<file path="src/rtl/therm_pkg.sv">
package therm_pkg;
    // Index of the m-th one-hot line whose index has bit b set:
    // insert a 1 at position b into the binary value m.
    function automatic int set_bit_line(input int b, input int m);
        int lo;
        int hi;
        lo = m & ((1 << b) - 1);
        hi = (m >> b) << (b + 1);
        return hi | (1 << b) | lo;
    endfunction
endpackage

</file>
<file path="src/rtl/or_tree.sv">
module or_tree #(
    parameter int W = 32
) (
    input  logic [W-1:0] leaves,
    output logic         root
);
    localparam int HALF = W / 2;
    generate
        if (W == 1) begin : g_leaf
            assign root = leaves[0];
        end else begin : g_split
            logic left_or;
            logic right_or;
            or_tree #(.W(HALF)) u_lo (
                .leaves(leaves[HALF-1:0]),
                .root  (left_or)
            );
            or_tree #(.W(W - HALF)) u_hi (
                .leaves(leaves[W-1:HALF]),
                .root  (right_or)
            );
            assign root = left_or | right_or;
        end
    endgenerate
endmodule

</file>
<file path="src/rtl/therm_boundary.sv">
module therm_boundary #(
    parameter int THERM_W = 63,
    parameter int LINES   = 64
) (
    input  logic               clk,
    input  logic               rst,
    input  logic [THERM_W-1:0] therm_in,
    output logic [LINES-1:0]   onehot_q
);
    // Extended word: implied 1 below bit 0, implied 0 above the top bit.
    logic [THERM_W+1:0] ext;
    logic [LINES-1:0]   onehot_d;

    assign ext = {1'b0, therm_in, 1'b1};

    generate
        for (genvar k = 0; k < LINES; k++) begin : g_line
            if (k <= THERM_W) begin : g_real
                assign onehot_d[k] = ext[k] & ~ext[k+1];
            end else begin : g_pad
                assign onehot_d[k] = 1'b0;
            end
        end
    endgenerate

    always_ff @(posedge clk) begin
        if (rst) onehot_q <= '0;
        else     onehot_q <= onehot_d;
    end

    // A legal thermometer word plus one is a power of two.
    assert_onehot_legal_R9: assert property (@(posedge clk) disable iff (rst)
        ((({1'b0, therm_in} + 1'b1) & {1'b0, therm_in}) == '0)
        |=> ($countones(onehot_q) == 1));
endmodule

</file>
<file path="src/rtl/onehot_or_stage.sv">
module onehot_or_stage
    import therm_pkg::*;
#(
    parameter int LINES = 64,
    parameter int OUT_W = 6
) (
    input  logic             clk,
    input  logic             rst,
    input  logic [LINES-1:0] onehot_q,
    output logic [OUT_W-1:0] bin_q,
    output logic             err_q
);
    localparam int PER_BIT = LINES / 2;

    logic [OUT_W-1:0] bin_d;
    logic             none_set;
    logic             many_set;

    generate
        for (genvar b = 0; b < OUT_W; b++) begin : g_bit
            logic [PER_BIT-1:0] sel;
            for (genvar m = 0; m < PER_BIT; m++) begin : g_gather
                assign sel[m] = onehot_q[set_bit_line(b, m)];
            end
            or_tree #(.W(PER_BIT)) u_tree (
                .leaves(sel),
                .root  (bin_d[b])
            );
        end
    endgenerate

    assign none_set = ~|onehot_q;
    assign many_set = |(onehot_q & (onehot_q - 1'b1));

    always_ff @(posedge clk) begin
        if (rst) begin
            bin_q <= '0;
            err_q <= 1'b0;
        end else begin
            bin_q <= bin_d;
            err_q <= none_set | many_set;
        end
    end

    assert_err_on_bad_word_R4: assert property (@(posedge clk) disable iff (rst)
        ($countones(onehot_q) != 1) |=> err_q);
endmodule

</file>
<file path="src/rtl/therm_bin_encoder.sv">
module therm_bin_encoder #(
    parameter int THERM_W = 63,
    parameter int OUT_W   = $clog2(THERM_W + 1)
) (
    input  logic               clk,
    input  logic               rst,
    input  logic [THERM_W-1:0] therm_in,
    output logic [OUT_W-1:0]   bin_out,
    output logic               out_vld,
    output logic               code_err
);
    localparam int LINES = 1 << OUT_W;

    logic [LINES-1:0] onehot_q;
    logic [1:0]       vld_pipe;

    therm_boundary #(.THERM_W(THERM_W), .LINES(LINES)) u_edge (
        .clk     (clk),
        .rst     (rst),
        .therm_in(therm_in),
        .onehot_q(onehot_q)
    );

    onehot_or_stage #(.LINES(LINES), .OUT_W(OUT_W)) u_tree (
        .clk     (clk),
        .rst     (rst),
        .onehot_q(onehot_q),
        .bin_q   (bin_out),
        .err_q   (code_err)
    );

    always_ff @(posedge clk) begin
        if (rst) vld_pipe <= 2'b00;
        else     vld_pipe <= {vld_pipe[0], 1'b1};
    end
    assign out_vld = vld_pipe[1];

    assert_reset_clears_R8: assert property (@(posedge clk)
        rst |=> (!out_vld && !code_err && bin_out == '0));

    assert_zero_code_R2: assert property (@(posedge clk) disable iff (rst)
        (out_vld && $past(therm_in, 2) == '0) |-> (bin_out == '0 && !code_err));

    assert_full_code_R3: assert property (@(posedge clk) disable iff (rst)
        (out_vld && $past(therm_in, 2) == '1) |-> (bin_out == '1 && !code_err));

    assert_valid_stays_R7: assert property (@(posedge clk) disable iff (rst)
        out_vld |=> out_vld);
endmodule

</file>
<file path="config.mk">
export PLATFORM = sky130hd
export DESIGN_NAME = therm_bin_encoder
export DESIGN_NICKNAME = d
export VERILOG_FILES = /design/src/rtl/therm_pkg.sv /design/src/rtl/or_tree.sv /design/src/rtl/therm_boundary.sv /design/src/rtl/onehot_or_stage.sv /design/src/rtl/therm_bin_encoder.sv
export SDC_FILE = /design/constraint.sdc
export NUM_CORES = 1
export LEC_CHECK = 0
export BUFFER_PORTS_ARGS = -buffer_cell sky130_fd_sc_hd__buf_2
export CAP_MARGIN = 20
export CELL_PAD_IN_SITES_DETAIL_PLACEMENT = 1
export CELL_PAD_IN_SITES_GLOBAL_PLACEMENT = 1
export CORE_ASPECT_RATIO = 0.7
export CORE_MARGIN = 1
export CORE_UTILIZATION = 45
export CTS_BUF_LIST = sky130_fd_sc_hd__clkbuf_8 sky130_fd_sc_hd__clkbuf_16
export DETAILED_ROUTE_END_ITERATION = 6
export PLACE_DENSITY_LB_ADDON = 0.1
export REMOVE_ABC_BUFFERS = 1
export SETUP_SLACK_MARGIN = 0.2
export SKIP_LAST_GASP = 1
export SYNTH_ARGS = -nofsm -noshare
export SYNTH_HDL_FRONTEND = slang
export SYNTH_HIERARCHICAL = 1
export SYNTH_SLANG_ARGS = --single-unit
export TNS_END_PERCENT = 100
</file>
<file path="constraint.sdc">
create_clock -name clk -period 3.5 [get_ports clk]
set_input_delay 0.175 -clock clk [delete_from_list [all_inputs] [get_ports clk]]
set_output_delay 0.175 -clock clk [all_outputs]
set_load 0.005 [all_outputs]
</file>
Word level (Yosys, flattened, before mapping). Index checks and enable logic that the tools add are counted. Widths: inputs -> output; s select.

Bits in registers: 73. Input bits: 65. Output and inout bits: 8. Logic and storage cells: 251.

$add $sub $neg: 1. Muxes and demuxes: 1. Bitwise operators: 241. Reductions and logical operators: 3.

Operator list (count): $reduce_or 64->1 (2); $or 1x1->1 (115); $and 64x64->64 (1); $sub 64x1->64 const B (1); $not 1->1 (63); $and 1x1->1 (62); $logic_not 1->1 (1); $mux 1 (1).

Longest topological paths before layout. Gate-level depths: netlist of the first run.

Depth in word-level cells: 5. Depth in mapped cells: 9. Gate-level depth less buffers: 7.

Cells and area by module. The synthesis of the first run kept the hierarchy.

By module, submodules not included: therm_boundary (instances 1, cells each 135, area each 2130.8 um^2, sequential area each 1281.2 um^2); or_tree at u_tree.g_bit[0].u_tree.g_split.u_hi.g_split.u_hi.g_split.u_hi.g_split.u_hi.g_split.u_hi ... (instances 192, cells each 1, area each 7.5 um^2, sequential area each 0.0 um^2); or_tree at u_tree.g_bit[0].u_tree ... (instances 186, cells each 1, area each 6.3 um^2, sequential area each 0.0 um^2); onehot_or_stage (instances 1, cells each 159, area each 1084.8 um^2, sequential area each 140.1 um^2); therm_bin_encoder (instances 1, cells each 4, area each 50.0 um^2, sequential area each 40.0 um^2).

Least setup slack after synthesis of the first run. Ideal clock, no wire load.

Path type: register to register. From: register u_edge.onehot_q[0]. To: register u_tree.err_q. Library setup time: 0.140 ns. Data arrival time: 2.578 ns. Data required time: 3.360 ns. Setup slack: 0.782 ns. Stages on the path, launching flop included: 9. Buffers on the path: 1. Clock period less this slack: 2.718 ns. Path through: dfxtp_1 > or4_4 > or4b_1 > or2_1 > buf_2 > or4_4 > a211oi_1 > a21o_1 > a41oi_1.

Word-level cells in the longest chain between the ends: 4. Elaborated cells on any way between the ends: 6. Those cells by class: add/sub: 1; bitwise: 2; reduce/logical: 3.

RTL lines: start: declaration (line therm_boundary.sv:8) `output logic [LINES-1:0] onehot_q`; start signal: assignment (line therm_boundary.sv:28) `else onehot_q <= onehot_d;`; $sub 64x1->64 (line onehot_or_stage.sv:33) `assign many_set = |(onehot_q & (onehot_q - 1'b1));`; $and 64x64->64 (line onehot_or_stage.sv:33); $reduce_or 64->1 (line onehot_or_stage.sv:33); $or 1x1->1 * (line onehot_or_stage.sv:41) `err_q <= none_set | many_set;`; end signal: assignment (line onehot_or_stage.sv:41); end: declaration (line onehot_or_stage.sv:11) `output logic err_q`.

Every way passes the cells marked *; elsewhere a longest branch is shown, timed or not. A chain may end at the register's enable or synchronous reset.

Worst setup path after layout of the first run. Ends and elaborated chain as after synthesis.

==> results.json, run 1 <==
{
  "skew_ns": 0.00823,
  "core_um2": 12500,
  "drtIter0Drc": 182,
  "post-cts-setup-buffer-count": 0,
  "timing.fmax_ghz": 0.318,
  "async_reset_ff_frac": 0,
  "worstPathArrival_ns": 3.35,
  "die_area_um2": 13500,
  "max_cap_viol_count": 0,
  "cts_tree": "done",
  "overflow": 0,
  "cp-end-kind": "flop",
  "synth_warnings": 6,
  "ant_nets": 0,
  "power_density_nw_per_um2": 453,
  "final_core_util": 0.422,
  "avgSynthCellArea_um2": 8.68,
  "routed_wl_um": 12100,
  "synth_ff_type": "dfxtp_1",
  "vdd_drop_max_uv": 201,
  "final_nets": 625,
  "routabilityCongestion": 0.842,
  "drt_first_pass_iters": 6,
  "vias_per_cell": 5.13,
  "synth_top_area_share": 0.249,
  "yosysSeqAreaShare": 0.249,
  "wl_per_cell_um": 16.7,
  "status": "finished with violations",
  "grt_max_degree": 74,
  "yosys-top-cells-area": "dfxtp_1, buf_4, or2_1, nor3b_2, buf_6",
  "crit_required_ns": 3.70,
  "worstMarginPinSlew_ns": 0.674,
  "die_w_um": 139,
  "synth_cell_type_count": 43,
  "synth_area_um2": 5870,
  "port_buffers": 72,
  "setup_viol": 0,
  "antenna_found_initial": 1,
  "ys_seq_elements": 73,
  "clock_tree.root_cell": "clkbuf_16",
  "grt_first_pass_wirelength_um": 19800,
  "yosysMostFrequentCell": "buf_4",
  "drv_slew": 0,
  "ios": 73,
  "synth_commonest_cells": "buf_4, or2_1, dfxtp_1, nor3b_2, nor2_1",
  "wl_met2_um": 4880,
  "wl_met1_um": 6640,
  "grt.total_usage": 0.188,
  "synth_cells": 676,
  "finalHoldViolCount": 0,
  "clk_pin_slew_ns": 0.06,
  "maxSlewHeadroom": 0.546,
  "hold_class": "in2reg",
  "path_max_fanout": 19,
  "diodes": 0,
  "synth_top_area_cell": "dfxtp_1",
  "synth_edf_count": 0,
  "met3_length_um": 478,
  "critPathLaunchType": "flop",
  "p_leak_nw": 2.20,
  "vias": 3728,
  "fillerInstances": 1498,
  "clockBufferDepth": 2,
  "power.total_w": 0.00240,
  "highest_layer": "met4",
  "rows": 34,
  "setup-tns-final_ns": 0,
  "fin_crit_sh": 0.899,
  "grt_pass1_vias": 3683,
  "start_util": 0.468,
  "syn2layout_area_growth_pct": -9.80,
  "die_y_um": 97.6,
  "dp_hpwl_um": 9180,
  "worstSetupPathType": "reg2reg",
  "clk_latency_ns": 0.34,
  "grt_setup_unrepaired": "false",
  "clkSinkCount": 73,
  "cts_buffers": 9,
  "htreeDepth": 3,
  "route.detailed.drc": 4,
  "period_minus_slack_ns": 3.15,
  "violations": "DRC",
  "drive_gt1_frac": 0.280
}
through the flow:
stage          cell area, um^2  setup WS (ns)  instances  hold slack, ns
3_3_place_gp              4920          0.403        710           0.349
3_5_place_dp              4920          0.303        710           0.349
5_1_grt                   5300          0.267        726         0.00140
2_1_floorplan             4340          0.622        474           0.232
6_report                  5300          0.352        726         0.00757
4_1_cts                   5280          0.282        725        0.000170
repair_timing:
item,CTS,global route
setup endpoints to repair,0,1
resized for setup,0,1
hold buffers,0,0
layer usage:
metal	up-vias	global-route usage
met4	0	0.0484
met3	8	0.0429
met1	1789	0.283
met5	-	0
met2	92	0.263
li1	1839	-
flip-flops by register name, indices dropped and copies added, names as in the netlist:
signal / flops
vld_pipe: 2
u_tree/err_q: 1
u_tree/bin_q: 6
u_edge/onehot_q: 64
cells by family (layout without fill, tap and decap cells):
family / Yosys count / in the layout / share of synthesized area
simple gates: 345 / 345 / 0.422
flops: 73 / 73 / 0.249
buf+inv: 206 / 94 / 0.264
compound gates: 48 / 48 / 0.0584
fa+ha+maj: 4 / 4 / 0.00682
area by class of cell:
cell class              count  area (um^2)  share of cell area
well taps                 162          203              0.0383
inverters                   4         15.0             0.00284
repair buffers             75          398              0.0751
multi-input cells         397         2860               0.540
clock buffers               9          225              0.0425
flip-flops and latches     73         1460               0.276
clock inverters             6          133              0.0250
worst max-delay path, stage by stage (launching register included):
cell and delay (ns):
dfxtp_1 0.32, or4_4 0.57, or4b_1 0.57, or2_2 0.50, or4_4 0.57, a211oi_1 0.23
a21o_1 0.15, a41oi_1 0.11
where the power goes:
group	leakage [nW]	total [W]	switching, W	internal (W)
Combinational	1.42	0.000358	0.000168	0.000190
Sequential	0.602	0.000920	0.0000525	0.000868
Clock	0.177	0.00112	0.000355	0.000763
Total	2.20	0.00240	0.000576	0.00182
cell usage in the layout, fill, tap and decap left out, types with 8 or more instances in the layout:
master     netlist  routed
nor3b_2         59      59
o21ai_0         12      12
buf_2            2      71
nor2_1          19      19
or2_1          187     186
nor2b_1          8       8
o31ai_1          8       8
dfxtp_1         73      73
nor4_1          11      11
nor3_1          15      15
clkbuf_16        0       9
final timing paths:
check | startpoint | endpoint | slack, ns | depth (start not counted)
hold / removal | therm_in[0] | u_edge/onehot_q[0] | 0.008 | 2
setup / recovery | u_edge/onehot_q[0] | u_tree/err_q | 0.35 | 7
setup reg to reg | u_edge/onehot_q[0] | u_tree/err_q | 0.35 | 7
hold reg to reg | vld_pipe[0] | vld_pipe[1] | 0.46 | 1
No activity file was read; power rests on OpenSTA's default activity.
==> run 2: changes to the inputs <==
--- a/config.mk
+++ b/config.mk
@@ -11,9 +11,10 @@
 export CELL_PAD_IN_SITES_GLOBAL_PLACEMENT = 1
 export CORE_ASPECT_RATIO = 0.7
 export CORE_MARGIN = 1
-export CORE_UTILIZATION = 45
+export CORE_UTILIZATION = 25
 export CTS_BUF_LIST = sky130_fd_sc_hd__clkbuf_8 sky130_fd_sc_hd__clkbuf_16
 export DETAILED_ROUTE_END_ITERATION = 6
+export GPL_TIMING_DRIVEN = 0
 export PLACE_DENSITY_LB_ADDON = 0.1
 export REMOVE_ABC_BUFFERS = 1
 export SETUP_SLACK_MARGIN = 0.2
==> results.json, run 2 (synthesis results as in run 1) <==
{
  "drive_gt1_frac": 0.266,
  "drv_slew": 0,
  "crit_chain": "or4_4, or4b_4, or2_4, o32ai_1, o32ai_1, nor4_1, a41oi_1",
  "diodes": 0,
  "worstPathArrival_ns": 3.25,
  "path_common_cell": "o32ai_1",
  "skew_ns": 0.00799,
  "layout_commonest_cell": "or2_1",
  "rows": 46,
  "fin_crit_sh": 0.875,
  "power.total_w": 0.00240,
  "port_buffers": 72,
  "routabilityCongestion": 0.724,
  "vdd_drop_max_uv": 216,
  "hp-start": "therm_in[41]",
  "grt_first_pass_wirelength_um": 21900,
  "finalHoldViolCount": 0,
  "htreeDepth": 3,
  "clk_pin_slew_ns": 0.06,
  "path_max_fanout": 13,
  "clk_latency_ns": 0.35,
  "drtIter0Drc": 121,
  "cp-startpoint": "u_edge/onehot_q[0]",
  "cpPeakStageDelay_ns": 0.58,
  "critPathTopFamily": "simple AND/OR/NAND/NOR gates",
  "start_util": 0.257,
  "worstSetupPathType": "reg2reg",
  "grt_max_degree": 39,
  "antenna_found_initial": 0,
  "vias_per_cell": 4.12,
  "reg_top3": "u_edge/onehot_q: 64 flops, u_tree/bin_q: 6 flops, vld_pipe: 2 flops",
  "mostFrequentLayoutCells": "or2_1, dfxtp_1, buf_2",
  "worst-path-buf-inv": 0,
  "regMostFlops": "u_edge/onehot_q",
  "ant_nets": 0,
  "seq_area_um2": 1460,
  "crit_required_ns": 3.69,
  "period_minus_slack_ns": 3.06,
  "grt_setup_unrepaired": "false",
  "core_um2": 22800,
  "max_cap_viol_count": 0,
  "hold_class": "in2reg",
  "r2r-start": "u_edge/onehot_q[0]",
  "status": "finished clean",
  "wl_per_cell_um": 15.0,
  "grt.total_usage": 0.122,
  "worstMarginPinSlew_ns": 0.791,
  "syn2layout_area_growth_pct": 1.28,
  "timing.fmax_ghz": 0.326,
  "route.detailed.drc": 0,
  "fillerInstances": 2668,
  "ios": 73,
  "die_area_um2": 24100,
  "die_w_um": 185,
  "dp_hpwl_um": 10600,
  "critPathLaunchType": "flop",
  "setup_viol": 0,
  "p_leak_nw": 2.37,
  "clock_tree.root_cell": "clkbuf_16",
  "power_density_nw_per_um2": 404,
  "die_y_um": 130,
  "clockBufferDepth": 2,
  "cts_buffers": 9,
  "vias": 3797,
  "slowest_stage": "or4_4",
  "drt_first_pass_iters": 4,
  "fin_hold_ws_ns": 0.0128,
  "cts_tree": "done",
  "routed_wl_um": 13900,
  "multi_input_area_um2": 2880,
  "maxSlewHeadroom": 0.465,
  "overflow": 0,
  "cp-end-kind": "flop",
  "grt_pass1_vias": 3951,
  "largest_reg_flops": 64,
  "final_nets": 670,
  "clkSinkCount": 73
}
## run 2: final timing paths
check                                           end  cells past startpoint  slack (ns)
worst max-delay path                   u_tree/err_q                      7        0.44
worst min-delay path            u_edge/onehot_q[41]                      2        0.01
worst min register to register          vld_pipe[1]                      1        0.44
worst max register to register         u_tree/err_q                      7        0.44
## run 2: layout make-up
type,count,share of cell area
Multi-Input combinational cell,398,0.485
Clock buffer,9,0.0379
Tap cell,312,0.0657
Timing Repair Buffer,119,0.143
Clock inverter,7,0.0200
Inverter,4,0.00253
Sequential cell,73,0.246
## run 2: power breakdown
part	switching, W	internal (W)
Sequential	0.0000524	0.000867
Combinational	0.000183	0.000224
Clock	0.000381	0.000696
## run 2: per-layer routing
layer	wire length, um	track usage	vias up	share of wire
met3	606	0.0324	14	0.044
met5	0	0	-	0
li1	-	-	1936	-
met2	5070	0.161	63	0.37
met1	7970	0.186	1784	0.57
met4	220	0.0394	0	0.016
## run 2: per-stage QoR
step / util / area (um^2) / setup WS (ns) / TNS, ns / std cells
after detailed placement: 0.224 / 5120 / -0.00595 / -0.00595 / 859
after CTS: 0.260 / 5930 / 0.274 / 0 / 921
after floorplan: - / 4340 / 0.622 / 0 / 474
after global placement: 0.223 / 5090 / -0.0773 / -0.0773 / 858
after global routing: 0.260 / 5950 / 0.234 / 0 / 922
final: 0.260 / 5950 / 0.437 / 0 / 922
## run 2: repair_timing
item | in CTS | in global routing
endpoints found under the setup margin | 1 | 1
cloned | 0 | 1
resized for setup | 3 | 2
hold buffers | 46 | 0
pin swaps | 0 | 2
hold endpoints to repair | 46 | 0
buffers inserted | 0 | 0
==> run 3: changes to the inputs <==
--- a/config.mk
+++ b/config.mk
@@ -16,8 +16,8 @@
 export DETAILED_ROUTE_END_ITERATION = 6
 export GPL_TIMING_DRIVEN = 0
 export PLACE_DENSITY_LB_ADDON = 0.1
+export RECOVER_POWER = 50
 export REMOVE_ABC_BUFFERS = 1
-export SETUP_SLACK_MARGIN = 0.2
 export SKIP_LAST_GASP = 1
 export SYNTH_ARGS = -nofsm -noshare
 export SYNTH_HDL_FRONTEND = slang
==> results.json, run 3 (synthesis results as in run 1) <==
{
  "grt_first_pass_wirelength_um": 21900,
  "fin_hold_ws_ns": 0.0141,
  "worstSetupPathType": "reg2reg",
  "overflow": 0,
  "pwr-share-seq": 0.386,
  "pwr-share-clk": 0.451,
  "core_um2": 22800,
  "start_util": 0.257,
  "ant_nets": 0,
  "drive_gt1_frac": 0.207,
  "wl_per_cell_um": 14.9,
  "htreeDepth": 3,
  "largest_reg_flops": 64,
  "antenna_found_initial": 0,
  "clockBufferDepth": 2,
  "die_y_um": 130,
  "power_density_nw_per_um2": 415,
  "die_w_um": 185,
  "port_buffers": 72,
  "clkSinkCount": 73,
  "grt_setup_unrepaired": "false",
  "slowest_stage": "or4b_1",
  "violations": "capacitance limit, slew limit",
  "crit_required_ns": 3.66,
  "ios": 73,
  "met3_length_um": 609,
  "timing.fmax_ghz": 0.313,
  "critPathLaunchType": "flop",
  "grt_pass1_vias": 3946,
  "dpl.cell_count": 859,
  "drt_first_pass_iters": 4,
  "vias": 3760,
  "cts_buffers": 9,
  "wl_met2_um": 4930,
  "routabilityCongestion": 0.724,
  "routed_wl_um": 13700,
  "cts_tree": "done",
  "p_leak_nw": 2.30,
  "rows": 46,
  "status": "finished with violations",
  "fillerInstances": 2691,
  "skew_ns": 0.00821,
  "worstMarginPinSlew_ns": 1.71,
  "fin_crit_sh": 0.914,
  "max_cap_viol_count": 1,
  "layout.cells.non_filler": 921,
  "critPathTopFamily": "simple AND/OR/NAND/NOR gates",
  "mostFrequentLayoutCells": "or2_1, dfxtp_1, buf_2",
  "regMostFlops": "u_edge/onehot_q",
  "path_common_cell": "or4_4",
  "drv_slew": 39,
  "clock_tree.root_cell": "clkbuf_16",
  "reg_top3": "u_edge/onehot_q: 64 flops, u_tree/bin_q: 6 flops, vld_pipe: 2 flops",
  "worst-path-buf-inv": 0,
  "hold_class": "in2reg",
  "grt.total_usage": 0.122,
  "layout_commonest_cell": "or2_1",
  "cpPeakStageDelay_ns": 0.62,
  "crit_chain": "or4_4, or4b_1, or2_4, or4_4, a211oi_1, a21o_1, a41oi_1",
  "dp_hpwl_um": 10600,
  "pwr-share-comb": 0.163,
  "vias_per_cell": 4.08,
  "wl_met1_um": 7980,
  "final_nets": 669,
  "route.detailed.drc": 0,
  "cp-end-kind": "flop",
  "switching_power_w": 0.000605,
  "clk_latency_ns": 0.35,
  "die_area_um2": 24100,
  "post-cts-setup-buffer-count": 0,
  "grt_max_degree": 39,
  "maxSlewHeadroom": -0.139,
  "switching_share": 0.254,
  "period_minus_slack_ns": 3.20,
  "finalHoldViolCount": 0,
  "internal-power_w": 0.00178,
  "syn2layout_area_growth_pct": -2.17,
  "drtIter0Drc": 105,
  "r2r_slack_ns": 0.30,
  "path_max_fanout": 25,
  "vdd_drop_max_uv": 214,
  "setup_viol": 0,
  "clk_pin_slew_ns": 0.06,
  "worstPathArrival_ns": 3.36,
  "highest_layer": "met4",
  "diodes": 0
}
run 3: layout make-up:
cell class              count  area, um^2  share of cell area
well taps                 312         390              0.0680
clock inverters             7         119              0.0207
flip-flops and latches     73        1460               0.254
multi-input cells         397        2710               0.471
inverters                   4        15.0             0.00261
repair buffers            119         825               0.144
clock buffers               9         225              0.0392
run 3: repair_timing:
action,in CTS,in global routing
endpoints found under the hold margin,46,0
hold buffers,46,0
gates resized for setup,1,2
pin swaps,0,0
setup endpoints to repair,1,1
run 3: path summary, 6_finish.rpt:
check,cells past startpoint,from,endpoint
max reg2reg,7,u_edge/onehot_q[0],u_tree/err_q
min,2,therm_in[44],u_edge/onehot_q[44]
max,7,u_edge/onehot_q[0],u_tree/err_q
min reg2reg,1,vld_pipe[0],vld_pipe[1]
run 3: power groups by stage:
stage | logic (W) | clock network (W) | registers [W]
final | 0.000388 | 0.00107 | 0.000920
after global routing | 0.000441 | 0.00116 | 0.000928
after CTS | 0.000411 | 0.00112 | 0.000920
after detailed placement | 0.000368 | 0 | 0.000938
after global placement | 0.000362 | 0 | 0.000938
after floorplan | 0.000220 | 0 | 0.000916
run 3: layer usage:
layer / vias to the layer above / global-route usage
met3: 12 / 0.0324
met4: 0 / 0.0394
met1: 1741 / 0.186
met5: - / 0
met2: 70 / 0.161
li1: 1937 / -
run 3: per-stage QoR:
stage / area (um^2) / power (W) / util / setup WS [ns] / setup TNS, ns
5_1_grt: 5740 / 0.00253 / 0.251 / 0.0407 / 0
2_1_floorplan: 4340 / 0.00114 / - / 0.622 / 0
3_5_place_dp: 5120 / 0.00131 / 0.224 / -0.00595 / -0.00595
4_1_cts: 5920 / 0.00245 / 0.259 / 0.0755 / 0
3_3_place_gp: 5090 / 0.00130 / 0.223 / -0.0773 / -0.0773
6_report: 5740 / 0.00238 / 0.251 / 0.300 / 0
